<file path="src/rtl/bgc_pkg.sv">
package bgc_pkg;

   // Status of the access currently (or most recently) on the bus.
   typedef struct packed {
      logic open;       // granted and not yet completed
      logic rd;         // access is a read
      logic released;   // read has let go of the bus (first CS/OE deassertion seen)
   } acc_state_t;

   // Selects which gap enable governs a transition.
   function automatic logic gap_enable(input logic same_cs,
                                       input logic en_same,
                                       input logic en_diff);
      return same_cs ? en_same : en_diff;
   endfunction

endpackage

</file>
<file path="src/rtl/bgc_elapsed.sv">
// Saturating count of edges since the last restart; resets to saturation
// so that an idle bus holds no window open.
module bgc_elapsed #(
   parameter int W = 4
) (
   input  logic         clk,
   input  logic         rst_n,
   input  logic         restart,
   output logic [W-1:0] cnt
);

   localparam logic [W-1:0] SAT = '1;

   always_ff @(posedge clk or negedge rst_n) begin
      if (!rst_n) begin
         cnt <= SAT;
      end else if (restart) begin
         cnt <= '0;
      end else if (cnt != SAT) begin
         cnt <= cnt + 1'b1;
      end
   end

endmodule

</file>
<file path="src/rtl/bgc_gap_eval.sv">
// Classifies the waiting access against the last one and reports which
// windows still hold it back.
module bgc_gap_eval
   import bgc_pkg::*;
#(
   parameter int NUM_CS = 8,
   parameter int DLY_W  = 4,
   parameter int CS_W   = 3
) (
   input  logic [NUM_CS*DLY_W-1:0] cfg_turn,
   input  logic [NUM_CS*DLY_W-1:0] cfg_gap,
   input  logic [NUM_CS-1:0]       cfg_gap_same_en,
   input  logic [NUM_CS-1:0]       cfg_gap_diff_en,
   input  logic [NUM_CS-1:0]       cfg_muxed,
   input  acc_state_t              last_st,
   input  logic [CS_W-1:0]         last_cs,
   input  logic [DLY_W-1:0]        since_rel,
   input  logic [DLY_W-1:0]        since_end,
   input  logic [CS_W-1:0]         req_cs,
   input  logic                    req_wr,
   output logic                    turn_active,
   output logic                    turn_hold,
   output logic                    gap_hold
);

   logic [DLY_W-1:0] turn_tab [NUM_CS];
   logic [DLY_W-1:0] gap_tab  [NUM_CS];

   for (genvar gi = 0; gi < NUM_CS; gi++) begin : g_unpack
      assign turn_tab[gi] = cfg_turn[gi*DLY_W +: DLY_W];
      assign gap_tab[gi]  = cfg_gap[gi*DLY_W +: DLY_W];
   end

   logic same_cs;
   logic turn_class;
   logic gap_on;

   always_comb begin
      // Turnaround belongs to the ending access and runs from its release.
      turn_active = last_st.rd && last_st.released &&
                    (since_rel < turn_tab[last_cs]);
      same_cs     = (req_cs == last_cs);
      // Only a same-CS read to a non-multiplexed device escapes the turnaround.
      turn_class  = req_wr || !same_cs || cfg_muxed[req_cs];
      turn_hold   = turn_active && turn_class;
      // Gap belongs to the following access and runs from completion.
      gap_on      = gap_enable(same_cs, cfg_gap_same_en[req_cs], cfg_gap_diff_en[req_cs]);
      gap_hold    = gap_on && (since_end < gap_tab[req_cs]);
   end

endmodule

</file>
<file path="src/rtl/bgc_dir_seq.sv">
// Data-direction and keeper sequencing: the bus turns to output only after
// the device has had its turnaround time.
module bgc_dir_seq
   import bgc_pkg::*;
(
   input  acc_state_t st,
   input  logic       turn_active,
   output logic       dir_out,
   output logic       keeper_en
);

   logic dev_owns_bus;

   always_comb begin
      dev_owns_bus = st.rd && (st.open || turn_active);
      dir_out      = !dev_owns_bus;
      keeper_en    = !st.open && !dev_owns_bus;
   end

endmodule

</file>
<file path="src/rtl/bus_gap_ctrl.sv">
module bus_gap_ctrl
   import bgc_pkg::*;
#(
   parameter int NUM_CS = 8,
   parameter int DLY_W  = 4,
   parameter int CS_W   = (NUM_CS > 1) ? $clog2(NUM_CS) : 1
) (
   input  logic                    clk,
   input  logic                    rst_n,
   input  logic [NUM_CS*DLY_W-1:0] cfg_turn,
   input  logic [NUM_CS*DLY_W-1:0] cfg_gap,
   input  logic [NUM_CS-1:0]       cfg_gap_same_en,
   input  logic [NUM_CS-1:0]       cfg_gap_diff_en,
   input  logic [NUM_CS-1:0]       cfg_muxed,
   input  logic                    req_valid,
   input  logic [CS_W-1:0]         req_cs,
   input  logic                    req_wr,
   input  logic                    cs_off,
   input  logic                    oe_off,
   input  logic                    acc_end,
   output logic                    grant,
   output logic                    dir_out,
   output logic                    keeper_en
);

   // Elaboration-time parameter checks.
   if (NUM_CS < 2 || (1 << CS_W) != NUM_CS) begin : g_bad_cs
      $error("bus_gap_ctrl: NUM_CS must be a power of two >= 2 matching CS_W");
   end
   if (DLY_W < 1 || DLY_W > 8) begin : g_bad_dly
      $error("bus_gap_ctrl: DLY_W must lie in 1..8");
   end

   acc_state_t      st_q;
   logic [CS_W-1:0] cs_q;
   logic            busy_q;
   logic            cur_rd_q;
   logic            rel_fire;
   logic            end_fire;
   logic [DLY_W-1:0] since_rel;
   logic [DLY_W-1:0] since_end;
   logic            turn_active;
   logic            turn_hold;
   logic            gap_hold;

   assign busy_q   = st_q.open;
   assign cur_rd_q = st_q.rd;

   // First bus release of an open read; completion stands in if none came.
   assign rel_fire = st_q.open && st_q.rd && !st_q.released &&
                     (cs_off || oe_off || acc_end);
   assign end_fire = st_q.open && acc_end;

   assign grant = req_valid && !st_q.open && !turn_hold && !gap_hold;

   always_ff @(posedge clk or negedge rst_n) begin
      if (!rst_n) begin
         st_q <= '0;
         cs_q <= '0;
      end else if (grant) begin
         st_q.open     <= 1'b1;
         st_q.rd       <= !req_wr;
         st_q.released <= 1'b0;
         cs_q          <= req_cs;
      end else begin
         if (end_fire) st_q.open     <= 1'b0;
         if (rel_fire) st_q.released <= 1'b1;
      end
   end

   bgc_elapsed #(.W(DLY_W)) u_rel_ctr (
      .clk     (clk),
      .rst_n   (rst_n),
      .restart (rel_fire),
      .cnt     (since_rel)
   );

   bgc_elapsed #(.W(DLY_W)) u_end_ctr (
      .clk     (clk),
      .rst_n   (rst_n),
      .restart (end_fire),
      .cnt     (since_end)
   );

   bgc_gap_eval #(.NUM_CS(NUM_CS), .DLY_W(DLY_W), .CS_W(CS_W)) u_eval (
      .cfg_turn        (cfg_turn),
      .cfg_gap         (cfg_gap),
      .cfg_gap_same_en (cfg_gap_same_en),
      .cfg_gap_diff_en (cfg_gap_diff_en),
      .cfg_muxed       (cfg_muxed),
      .last_st         (st_q),
      .last_cs         (cs_q),
      .since_rel       (since_rel),
      .since_end       (since_end),
      .req_cs          (req_cs),
      .req_wr          (req_wr),
      .turn_active     (turn_active),
      .turn_hold       (turn_hold),
      .gap_hold        (gap_hold)
   );

   bgc_dir_seq u_dir (
      .st          (st_q),
      .turn_active (turn_active),
      .dir_out     (dir_out),
      .keeper_en   (keeper_en)
   );

endmodule

</file>
<file path="config.mk">
export PLATFORM = sky130hd
export DESIGN_NAME = bus_gap_ctrl
export DESIGN_NICKNAME = d
export VERILOG_FILES = /design/src/rtl/bgc_pkg.sv /design/src/rtl/bgc_elapsed.sv /design/src/rtl/bgc_gap_eval.sv /design/src/rtl/bgc_dir_seq.sv /design/src/rtl/bus_gap_ctrl.sv
export SDC_FILE = /design/constraint.sdc
export NUM_CORES = 1
export LEC_CHECK = 0
export ABC_CLOCK_PERIOD_IN_PS = 3450
export BUFFER_PORTS_ARGS = -buffer_cell sky130_fd_sc_hd__buf_2
export CORE_MARGIN = 3
export CORE_UTILIZATION = 44
export CTS_BUF_LIST = sky130_fd_sc_hd__clkbuf_8
export DETAILED_ROUTE_END_ITERATION = 10
export PLACE_DENSITY = 0.83
export SLEW_MARGIN = 20
export SYNTH_ARGS = -nofsm -noshare
export SYNTH_HDL_FRONTEND = slang
export SYNTH_SLANG_ARGS = --single-unit
</file>
<file path="constraint.sdc">
create_clock -name clk -period 3.45 [get_ports clk]
set_input_delay 0.345 -clock clk [delete_from_list [all_inputs] [get_ports clk]]
set_output_delay 0.345 -clock clk [all_outputs]
set_load 0.03 [all_outputs]
</file>
# Word-level counts from Yosys, hierarchy flattened
# Cells that the tools add are included.
# word_totals
input_bits	98
out_inout_bits	3
memories	0
latch_bits	0
word_cells	68
regBits	14
mem_bits_ro	0
mem_bits_rw	0
# op_classes
shift	0
reduce_logical	29
mul	0
magnitude_cmp	5
n_div	0
n_mux	21
bitwise	2
add_sub_neg	2
n_eq_ne	3
# op_table
cell	n
2-to-1 mux 4 bit	8
binary-select mux 4 bit (select 3 bit)	2
logical AND 1 bit	13
binary-select mux 1 bit (select 3 bit)	3
adder 4 x 1 -> 4 bit, second input constant	2
>= comparator 4 bit, second input constant	2
< comparator 4 bit	2
2-to-1 mux 1 bit	8
!= test 4 bit, second input constant	2
inverter 3 -> 4 bit	2
nonzero test 2 bit	4
zero test 1 bit	7
logical OR 1 bit	5
< comparator 3 x 4 -> 1 bit, second input constant	1
equality test 3 bit	1

# Longest topological paths before layout
# Gate-level depths: netlist (run 1).
# depth
ltp_word	11
ltp_mapped	11
depth_no_buf	9

# Cells and area by module
# Synthesis (run 1) repeated with hierarchy kept, for this count alone.
# unflattened
hier_cells	133
area_unflattened_um2	1631.6
# modules_own_cells
mod	seq_area_each_um2	cells_each	instances	area_per_inst_um2
bgc_gap_eval	0.0	74	1	920.9
bgc_elapsed	105.1	19	2	219.0
bus_gap_ctrl	150.1	19	1	262.8
bgc_dir_seq	0.0	2	1	10.0

# Worst setup path before layout (run 1)
# No wires, ideal clock.
# synth_timing
path_kind	in2reg
from	input port req_cs[0]
to	register cs_q[0]
required_time_ns	3.325
setup_ns	0.125
t_arrival_ns	2.482
n_path_buf	1
stages	10
path_slack_ns	0.843
path_cell_list	buf_2 > mux4_2 > mux2i_1 > ha_1 > a21o_1 > a21oi_1 > nand4_1 > a21oi_1 > a21oi_4 > mux2_2
# synth_via
elab_chain_len	8
elab_cells_between_ends	22
cone_classes	1 x order compare; 1 x eq/ne; 10 x mux; 1 x bitwise; 9 x reduce/logical
# synth_lines
element	line	source
from (decl)	bus_gap_ctrl.sv:16	input logic [CS_W-1:0] req_cs,
inverter 3 -> 4 bit (implied by the code) / equality test 3 bit (equally long branches)	bgc_gap_eval.sv:48, bgc_gap_eval.sv:42	
binary-select mux 4 bit (select 3 bit) / zero test 1 bit (equally long branches)	bgc_gap_eval.sv:48, bgc_gap_eval.sv:44	
2-to-1 mux 4 bit (implied by the code) / logical OR 1 bit (equally long branches) (2 in a row)	bgc_gap_eval.sv:48, bgc_gap_eval.sv:44	
< comparator 4 bit / logical AND 1 bit (equally long branches)	bgc_gap_eval.sv:48, bgc_gap_eval.sv:45	
logical AND 1 bit / zero test 1 bit (equally long branches)	bgc_gap_eval.sv:48, bus_gap_ctrl.sv:54	
zero test 1 bit / logical AND 1 bit (equally long branches)	bus_gap_ctrl.sv:54	assign grant = req_valid && !st_q.open && !turn_hold && !gap_hold;
logical AND 1 bit (*)	bus_gap_ctrl.sv:54	
net grant	bus_gap_ctrl.sv:21	output logic grant,
to (signal assigned)	bus_gap_ctrl.sv:64	cs_q <= req_cs;
to (decl)	bus_gap_ctrl.sv:35	logic [CS_W-1:0] cs_q;
# The timed path passes the listed nets; every way through them passes the cells marked *. The select of a mux whose other input is x is not followed.
# A chain may end at the register's enable or synchronous reset.

# Final worst setup path (run 1)
# layout_timing
from	register cs_q[0]
to	output port grant
# layout_via
elab_chain_len	10
elab_cells_between_ends	17
cone_classes	1 x order compare; 1 x eq/ne; 4 x mux; 1 x bitwise; 10 x reduce/logical
# layout_lines
element	line	source
inverter 3 -> 4 bit (implied by the code)	bgc_gap_eval.sv:41	(since_rel < turn_tab[last_cs]);
binary-select mux 4 bit (select 3 bit)	bgc_gap_eval.sv:41	
2-to-1 mux 4 bit (implied by the code) (2 in a row)	bgc_gap_eval.sv:41	
< comparator 4 bit	bgc_gap_eval.sv:41	
logical AND 1 bit	bgc_gap_eval.sv:40	turn_active = last_st.rd && last_st.released &&
logical AND 1 bit	bgc_gap_eval.sv:45	turn_hold = turn_active && turn_class;
zero test 1 bit	bus_gap_ctrl.sv:54	
logical AND 1 bit	bus_gap_ctrl.sv:54	
logical AND 1 bit (*)	bus_gap_ctrl.sv:54	
to (decl)	bus_gap_ctrl.sv:21	
# Every way passes the cells marked *; elsewhere a longest branch is shown, timed or not. The select of a mux whose other input is x is not followed.

==> results of run 1 <==
==> through the flow <==
step                      worst slack (ns)  utilization  cell area, um2
after floorplan                      0.843            -            1560
after global placement               0.524        0.641            2050
after detailed placement             0.461        0.641            2050
after CTS                            0.194        0.661            2120
after global routing                 0.175        0.661            2120
final                                0.389        0.661            2120
==> layout by cell type (no fill, tap or decap), types with 2 or more instances in the layout <==
master,n
a211oi_1,3
a21o_1,2
a21oi_1,6
a22oi_1,3
a31oi_1,3
buf_2,100
clkbuf_8,4
dfrtp_1,5
dfstp_2,8
ha_1,8
inv_1,4
mux2_2,6
mux2i_1,23
mux4_2,13
nand2_1,9
nand3_1,6
nand4b_1,2
nor2_1,9
nor2b_1,2
nor3_1,6
o211ai_1,2
xnor2_1,2
xor2_1,3
==> per-layer routing <==
metal / up-vias / share of wire / GRT usage
met5: - / 0 / 0
met4: 0 / 0.0016 / 0.0363
met3: 2 / 0.097 / 0.0462
met2: 77 / 0.51 / 0.384
met1: 729 / 0.39 / 0.247
li1: 765 / - / -
==> area by class of cell <==
type / instances / share of cell area
Multi-Input combinational cell: 119 / 0.526
Tap cell: 44 / 0.0260
Inverter: 4 / 0.00709
Clock buffer: 4 / 0.0260
Sequential cell: 14 / 0.171
Timing Repair Buffer: 102 / 0.245
==> kinds of logic after synthesis <==
logic type	share of synthesized area
buffers and inverters	0.0530
multiplexers	0.389
XOR/XNOR	0.0281
AND/OR/NAND/NOR	0.123
AO/OA/AOI/OAI	0.111
flip-flops	0.232
adder cells (fa/ha/maj)	0.0643
==> state kept, by name, summed over array words and instances (netlist names) <==
signal	cells
st_q	1
busy_q	1
u_end_ctr.cnt	4
cur_rd_q	1
u_rel_ctr.cnt	4
cs_q	3
==> power groups by stage <==
stage	combinational, mW	sequential, mW	clock, mW
finish	0.726	0.450	0.161
global route	0.827	0.472	0.175
CTS	0.737	0.448	0.165
detailed placement	0.732	0.450	0
global placement	0.703	0.444	0
floorplan	0.642	0.350	0
==> timing repair <==
item / in CTS / in global routing
resized for setup: 0 / 1
hold buffers: 1 / 0
endpoints found under the hold margin: 6 / 0
setup endpoints to repair: 0 / 1
==> worst min-delay path by stage <==
stage	startpoint	endpoint	slack (ns)	depth (start not counted)
CTS	req_wr	cur_rd_q	0.31	2
finish	req_wr	cur_rd_q	0.32	2
floorplan	rst_n	busy_q	0.05	0
global placement	rst_n	busy_q	0.25	1
global route	req_wr	cur_rd_q	0.32	2
detailed placement	rst_n	busy_q	0.26	1
==> impl_metrics.tcl, run 1 <==
set metrics [dict create \
    grt_pass1_vias 1629 \
    fin_cells 287 \
    period_needed_ns 3.06 \
    start_util 0.486 \
    status "complete, no violations" \
    postSynthAreaPerCell_um2 10.7 \
    rrSetupSlack_ns 0.77 \
    synth_seq_cells 14 \
    r2r_start "cs_q[0]" \
    cp-endpoint "grant" \
    seq_area_um2 362 \
    synthTopCellsByCount "23 x mux2i_1, 13 x mux4_2, 9 x nand2_1, 9 x nor2_1" \
    synth_cell_types 38 \
    ys_top_cells_by_area "mux4_2 19%, mux2i_1 15%, dfstp_2 14%" \
    yosysTopAreaCell "mux4_2" \
    grt_use_total 0.208 \
    worst-path-buf-inv 1 \
    cts_made_buffers 3 \
    fmax_mhz 327 \
    dpl.cell_count 282 \
    die_h_um 65.5 \
    pwr-share-clk 0.121 \
    async_reset_ff_frac 1.00 \
    critical_path.reg2reg.endpoint "cs_q[2]" \
    core_area_mm2 0.00320 \
    combinationalPowerShare 0.543 \
    startpoint_type "flop" \
    routedWlPerCell_um 15.0 \
    fin_skew_ns 0.00228 \
    grt_pass1_wl_mm 7.00 \
    finalHoldViolations 0 \
    drc 0 \
    yosysTopAreaCellShare 0.188 \
    area_delta_synth_final_pct 36.1 \
    worstMarginPinSlew_ns 0.578 \
    synthesis.area_mm2 0.00156 \
    syn_inst 146 \
    synth-edff-count 0 \
    io_pins 101 \
    ys.flop_type "dfstp_2" \
    power.density_mw_per_mm2 631 \
    final_nets 350 \
    endpoint_kind "output port" \
    die-area_mm2 0.00429 \
    p_seq_frac 0.336 \
    leakagePower_nw 1.05 \
    cts_tree "yes" \
    yosys_warnings 0 \
    timing.hold.ws_ns 0.324 \
    vias 1573 \
    finalSetupTns_ns 0 \
    clockBufferDepth 2 \
    crit_family "multiplexers" \
    intPower_uw 775 \
    drt_wl_total_mm 4.30 \
    worstPathMaxFanout 11 \
    p_switching_uw 562 \
    dp_hpwl_mm 3.72 \
    maxSlewHeadroom 0.612 \
    maxCapViolations 0 \
    yosysSeqAreaShare 0.232 \
    cp_cell_sequence "mux4_2 > mux2i_1 > ha_1 > a211oi_1 > nand4b_1 > nand3b_1 > a21oi_4 > buf_2" \
    finalWeightedCongestion 0.825 \
    clock_sink_count 14 \
    cts_setup_buffers 0 \
    power_mw 1.34 \
    switching_share 0.420 \
    drt_iter0_markers 71 \
    port_buffers 100 \
    synthesis.nets 252 \
    required_ns 3.11 \
    critical_path_class "reg -> out" \
    clk_pin_slew_worst_paths_ns 0.06 \
    postRouteAntennaNets 0 \
    cts-htree-levels 1 \
    rsz0062_at_grt "false" \
    rows 20 \
    peakVddDrop_uv 425 \
    grt_max_degree 17 \
    die_w_um 65.5 \
    hold_path_class "in -> reg" \
    antenna_found_initial 0 \
    max_stage_delay_ns 0.57 \
    fillCellCount 277 \
    multiInputGateArea_mm2 0.00111 \
    path_depth 8 \
    vias_per_cell 5.48 \
    overflow 0 \
    cp-startpoint "cs_q[0]" \
    setup_violations 0 \
    cp_slowest_cell "dfrtp_2" \
    first_pass_iters 4 \
    synthMostInstantiatedCell "mux2i_1" \
    diodes 0 \
    clock_latency_ns 0.24 \
    drv_slew 0 \
    rr_worst_depth 8 \
    drive_above_1_share 0.556 \
    clock-root-buffer "clkbuf_8" \
    finalCritPeriodShare 0.887 \
    arrival_ns 2.72 \
]
Power figures use the tool's default switching activity.
==> run 2, diff against run 1 <==
CORE_MARGIN = 2   (was 3)
==> run 2 against run 1 <==
  * Combinational power is essentially flat
  * Cell area down 0.53%
  * Worst setup slack improved by 0.0037 ns
  * Final cell count increased by 0.35%
  * Sequential power barely moved
  * Clock skew is 0.0014 ns lower
  * First-iteration DRC count is 32% higher
  * Register-to-register slack hardly changed
  * Critical path depth unchanged
  * Largest cell class unchanged
==> impl_metrics.tcl, run 2 (synthesis gave the netlist of run 1 again) <==
set metrics [dict create \
    grt_pass1_wl_mm 6.98 \
    final_common_cell "buf_2" \
    finalHoldViolations 0 \
    arrival_ns 2.71 \
    drc 0 \
    start_util 0.463 \
    routedWlPerCell_um 15.0 \
    worstMarginPinSlew_ns 0.523 \
    peakVddDrop_uv 347 \
    clockBufferDepth 2 \
    required_ns 3.11 \
    overflow 0 \
    cts-htree-levels 1 \
    status "complete, no violations" \
    finalCritPeriodShare 0.886 \
    rows 21 \
    area_delta_synth_final_pct 35.4 \
    cts_tree "yes" \
    max_stage_delay_ns 0.55 \
    dp_hpwl_mm 3.69 \
    clock-root-buffer "clkbuf_8" \
    vias_per_cell 5.52 \
    critical_path_class "reg -> out" \
    leakagePower_nw 1.05 \
    cp_cell_sequence "mux4_2 > mux2i_1 > ha_1 > a211oi_1 > nand4b_1 > nand3b_1 > a21oi_4 > buf_2" \
    cts_made_buffers 3 \
    maxSlewHeadroom 0.649 \
    io_pins 101 \
    rsz0062_at_grt "false" \
    grt_use_total 0.220 \
    final_nets 350 \
    final_util 0.626 \
    die_w_um 63.5 \
    cp_slowest_cell "dfrtp_2" \
    finalWeightedCongestion 0.833 \
    antenna_found_initial 0 \
    worst-path-buf-inv 1 \
    crit_family "multiplexers" \
    startpoint_type "flop" \
    diodes 0 \
    grt_max_degree 17 \
    drt_iter0_markers 94 \
    period_needed_ns 3.06 \
    postRouteAntennaNets 0 \
    fin_skew_ns 0.000918 \
    core_area_mm2 0.00336 \
    fmax_mhz 327 \
    first_pass_iters 4 \
    die_h_um 63.5 \
    top_regs "u_end_ctr.cnt (4), u_rel_ctr.cnt (4), cs_q (3)" \
    setup_violations 0 \
    drv_slew 0 \
    worstPathMaxFanout 11 \
    power.density_mw_per_mm2 622 \
    drt_wl_total_mm 4.31 \
    clk_pin_slew_worst_paths_ns 0.06 \
    port_buffers 100 \
    final_cell_mix "100 x buf_2, 23 x mux2i_1, 13 x mux4_2" \
    vias 1591 \
    drive_above_1_share 0.554 \
    clock_latency_ns 0.24 \
    grt_pass1_vias 1612 \
    clock_sink_count 14 \
    hold_path_class "in -> reg" \
    finalSetupTns_ns 0 \
    maxCapViolations 0 \
    endpoint_kind "output port" \
    die-area_mm2 0.00403 \
]
## run 2: cell types whose count changed in the layout (fill, tap and decap cells not counted)
cell,change
clkbuf_8,-1
## run 2: repair_timing
action / in CTS / in global routing
hold buffers: 1 / 0
endpoints found under the hold margin: 6 / 0
gates resized for setup: 0 / 1
setup endpoints to repair: 0 / 1
buffers inserted: 0 / 0
## run 2: final timing paths
check                           cells after the start                to  slack [ns]             start
worst max-delay path                                8             grant        0.39           cs_q[0]
worst min-delay path                                2          cur_rd_q        0.31            req_wr
worst max register to register                      8           cs_q[2]        0.78           cs_q[0]
worst min register to register                      2  u_rel_ctr.cnt[2]        0.54  u_rel_ctr.cnt[3]
max in group asynchronous                           2  u_end_ctr.cnt[0]        2.64             rst_n
min in group asynchronous                           2           st_q[0]        0.52             rst_n
## run 2: routing by layer
metal | vias to the layer above | track usage | part of all wire
met4 | 0 | 0.0897 | 0.017
li1 | 764 | - | -
met2 | 82 | 0.391 | 0.52
met5 | - | 0 | 0
met3 | 12 | 0.0393 | 0.077
met1 | 733 | 0.262 | 0.39
## run 2: layout make-up
type	count	area [um2]
multi-input cells	119	1110
repair buffers	102	518
well taps	46	57.6
flip-flops and latches	14	362
inverters	4	15.0
fillers	305	1260
clock buffers	3	41.3
## run 2: power breakdown
group / switching [mW] / leakage, nW / internal [mW]
clock network: 0.0587 / 0.0216 / 0.0773
registers: 0.161 / 0.155 / 0.288
logic: 0.339 / 0.871 / 0.386
total: 0.558 / 1.05 / 0.751
## run 2: metrics by stage
stage	hold slack [ns]	instances	area, um2	worst slack (ns)	power (mW)
detailed placement	0.253	284	2050	0.452	1.17
floorplan	0.0494	146	1560	0.843	0.992
global route	0.294	288	2110	0.203	1.43
CTS	0.301	288	2110	0.189	1.32
finish	0.307	288	2110	0.393	1.31
global placement	0.251	284	2050	0.531	1.14
==> run 3, diff against run 2 <==
CORE_UTILIZATION = 43   (was 44)
CTS_BUF_LIST = sky130_fd_sc_hd__clkbuf_8 sky130_fd_sc_hd__clkbuf_16   (was sky130_fd_sc_hd__clkbuf_8)
PLACE_DENSITY = 0.81   (was 0.83)
SKIP_LAST_GASP = 1   (was not set)
==> run 3 against run 2 <==
  * Global-route usage decreased by 1.6 points
  * Clock power is 4% lower
  * Critical path depth unchanged
  * Die area is 2.2% higher
  * Clock skew rose by 0.0039 ns
  * Highest routed layer unchanged
  * Via count down 4.0%
  * Power decreased by 0.21%
==> impl_metrics.tcl, run 3 (synthesis gave the netlist of run 1 again) <==
set metrics [dict create \
    status "complete, no violations" \
    top_regs "u_end_ctr.cnt (4), u_rel_ctr.cnt (4), cs_q (3)" \
    die-area_mm2 0.00412 \
    maxSlewHeadroom 0.618 \
    clock-root-buffer "clkbuf_8" \
    worstMarginPinSlew_ns 0.569 \
    cts-htree-levels 1 \
    worstPathMaxFanout 11 \
    clockBufferDepth 2 \
    grt_pass1_vias 1583 \
    area_delta_synth_final_pct 35.4 \
    cp_cell_sequence "mux4_2 > mux2i_1 > ha_1 > a211oi_1 > nand4b_1 > nand3b_1 > a21oi_4 > buf_2" \
    finalCritPeriodShare 0.900 \
    max_stage_delay_ns 0.55 \
    leakagePower_nw 1.05 \
    power_mw 1.31 \
    crit_family "multiplexers" \
    die_h_um 64.2 \
    drc 0 \
    final_cell_mix "100 x buf_2, 23 x mux2i_1, 13 x mux4_2" \
    finalSetupTns_ns 0 \
    finalWeightedCongestion 0.783 \
    drt_wl_total_mm 4.14 \
    period_needed_ns 3.10 \
    cp-startpoint "cs_q[0]" \
    critical_path.reg2reg.endpoint "cs_q[0]" \
    rows 21 \
    drive_above_1_share 0.554 \
    cts_made_buffers 3 \
    grt_pass1_wl_mm 6.70 \
    io_pins 101 \
    arrival_ns 2.76 \
    antenna_found_initial 0 \
    die_w_um 64.2 \
    cts_setup_buffers 0 \
    clock_sink_count 14 \
    path_depth 8 \
    cp-endpoint "grant" \
    final_nets 350 \
    drv_slew 0 \
    pre_cts_slack_ns 0.447 \
    postRouteAntennaNets 0 \
    worst-path-buf-inv 1 \
    grt_use_total 0.205 \
    fillCellCount 307 \
    r2r_start "cs_q[0]" \
    dp_hpwl_mm 3.54 \
    setup_violations 0 \
    rsz0062_at_grt "false" \
    routedWlPerCell_um 14.4 \
    fin_skew_ns 0.00477 \
    finalHoldViolations 0 \
    startpoint_type "flop" \
    power.density_mw_per_mm2 620 \
    maxCapViolations 0 \
    final_util 0.617 \
    clk_pin_slew_worst_paths_ns 0.06 \
    peakVddDrop_uv 353 \
    fin_ws_ns 0.346 \
    final_common_cell "buf_2" \
    rrSetupSlack_ns 0.74 \
    first_pass_iters 4 \
    overflow 0 \
    hold_path_class "in -> reg" \
    diodes 0 \
    start_util 0.456 \
    drt_iter0_markers 60 \
    fmax_mhz 322 \
    critical_path_class "reg -> out" \
    clock_latency_ns 0.24 \
    core_area_mm2 0.00342 \
    vias 1528 \
    timing.hold.ws_ns 0.325 \
    cp_slowest_cell "dfrtp_2" \
    required_ns 3.11 \
    vias_per_cell 5.31 \
    cts_tree "yes" \
    grt_max_degree 17 \
    port_buffers 100 \
    endpoint_kind "output port" \
    rr_worst_depth 8 \
]
run 3: cell counts in the layout (fill, tap and decap cells not counted):
No cell type changed its count.
run 3: per-stage QoR:
stage	instances	area, um2
2_1_floorplan	146	1560
3_3_place_gp	284	2050
3_5_place_dp	284	2050
4_1_cts	288	2110
5_1_grt	288	2110
6_report	288	2110
run 3: per-layer routing:
layer  up-vias  global-route usage  part of all wire
met5         -                   0                 0
met4         0              0.0585             0.013
met3         7              0.0335             0.064
li1        760                   -                 -
met2        61               0.365              0.52
met1       700               0.255              0.41
run 3: worst min-delay path by stage:
stage,from,endpoint,slack [ns],cells past startpoint
finish,req_wr,cur_rd_q,0.32,2
global route,req_wr,cur_rd_q,0.33,2
CTS,req_wr,cur_rd_q,0.32,2
detailed placement,rst_n,cur_rd_q,0.25,1
global placement,rst_n,st_q[0],0.25,1
floorplan,rst_n,busy_q,0.05,0
run 3: timing repair:
item | CTS | global route
hold buffers | 1 | 0
endpoints found under the setup margin | 0 | 1
gates resized for setup | 0 | 1
endpoints found under the hold margin | 6 | 0
run 3: power breakdown:
part | total, mW | switching, mW | internal [mW]
clock network | 0.131 | 0.0537 | 0.0771
registers | 0.452 | 0.163 | 0.289
logic | 0.724 | 0.339 | 0.385
total | 1.31 | 0.556 | 0.751
run 3: area by class of cell:
type	count	area [um2]	area share
Inverter	4	15.0	0.00713
Sequential cell	14	362	0.172
Timing Repair Buffer	102	518	0.246
Clock buffer	3	41.3	0.0196
Multi-Input combinational cell	119	1110	0.529
Tap cell	46	57.6	0.0273
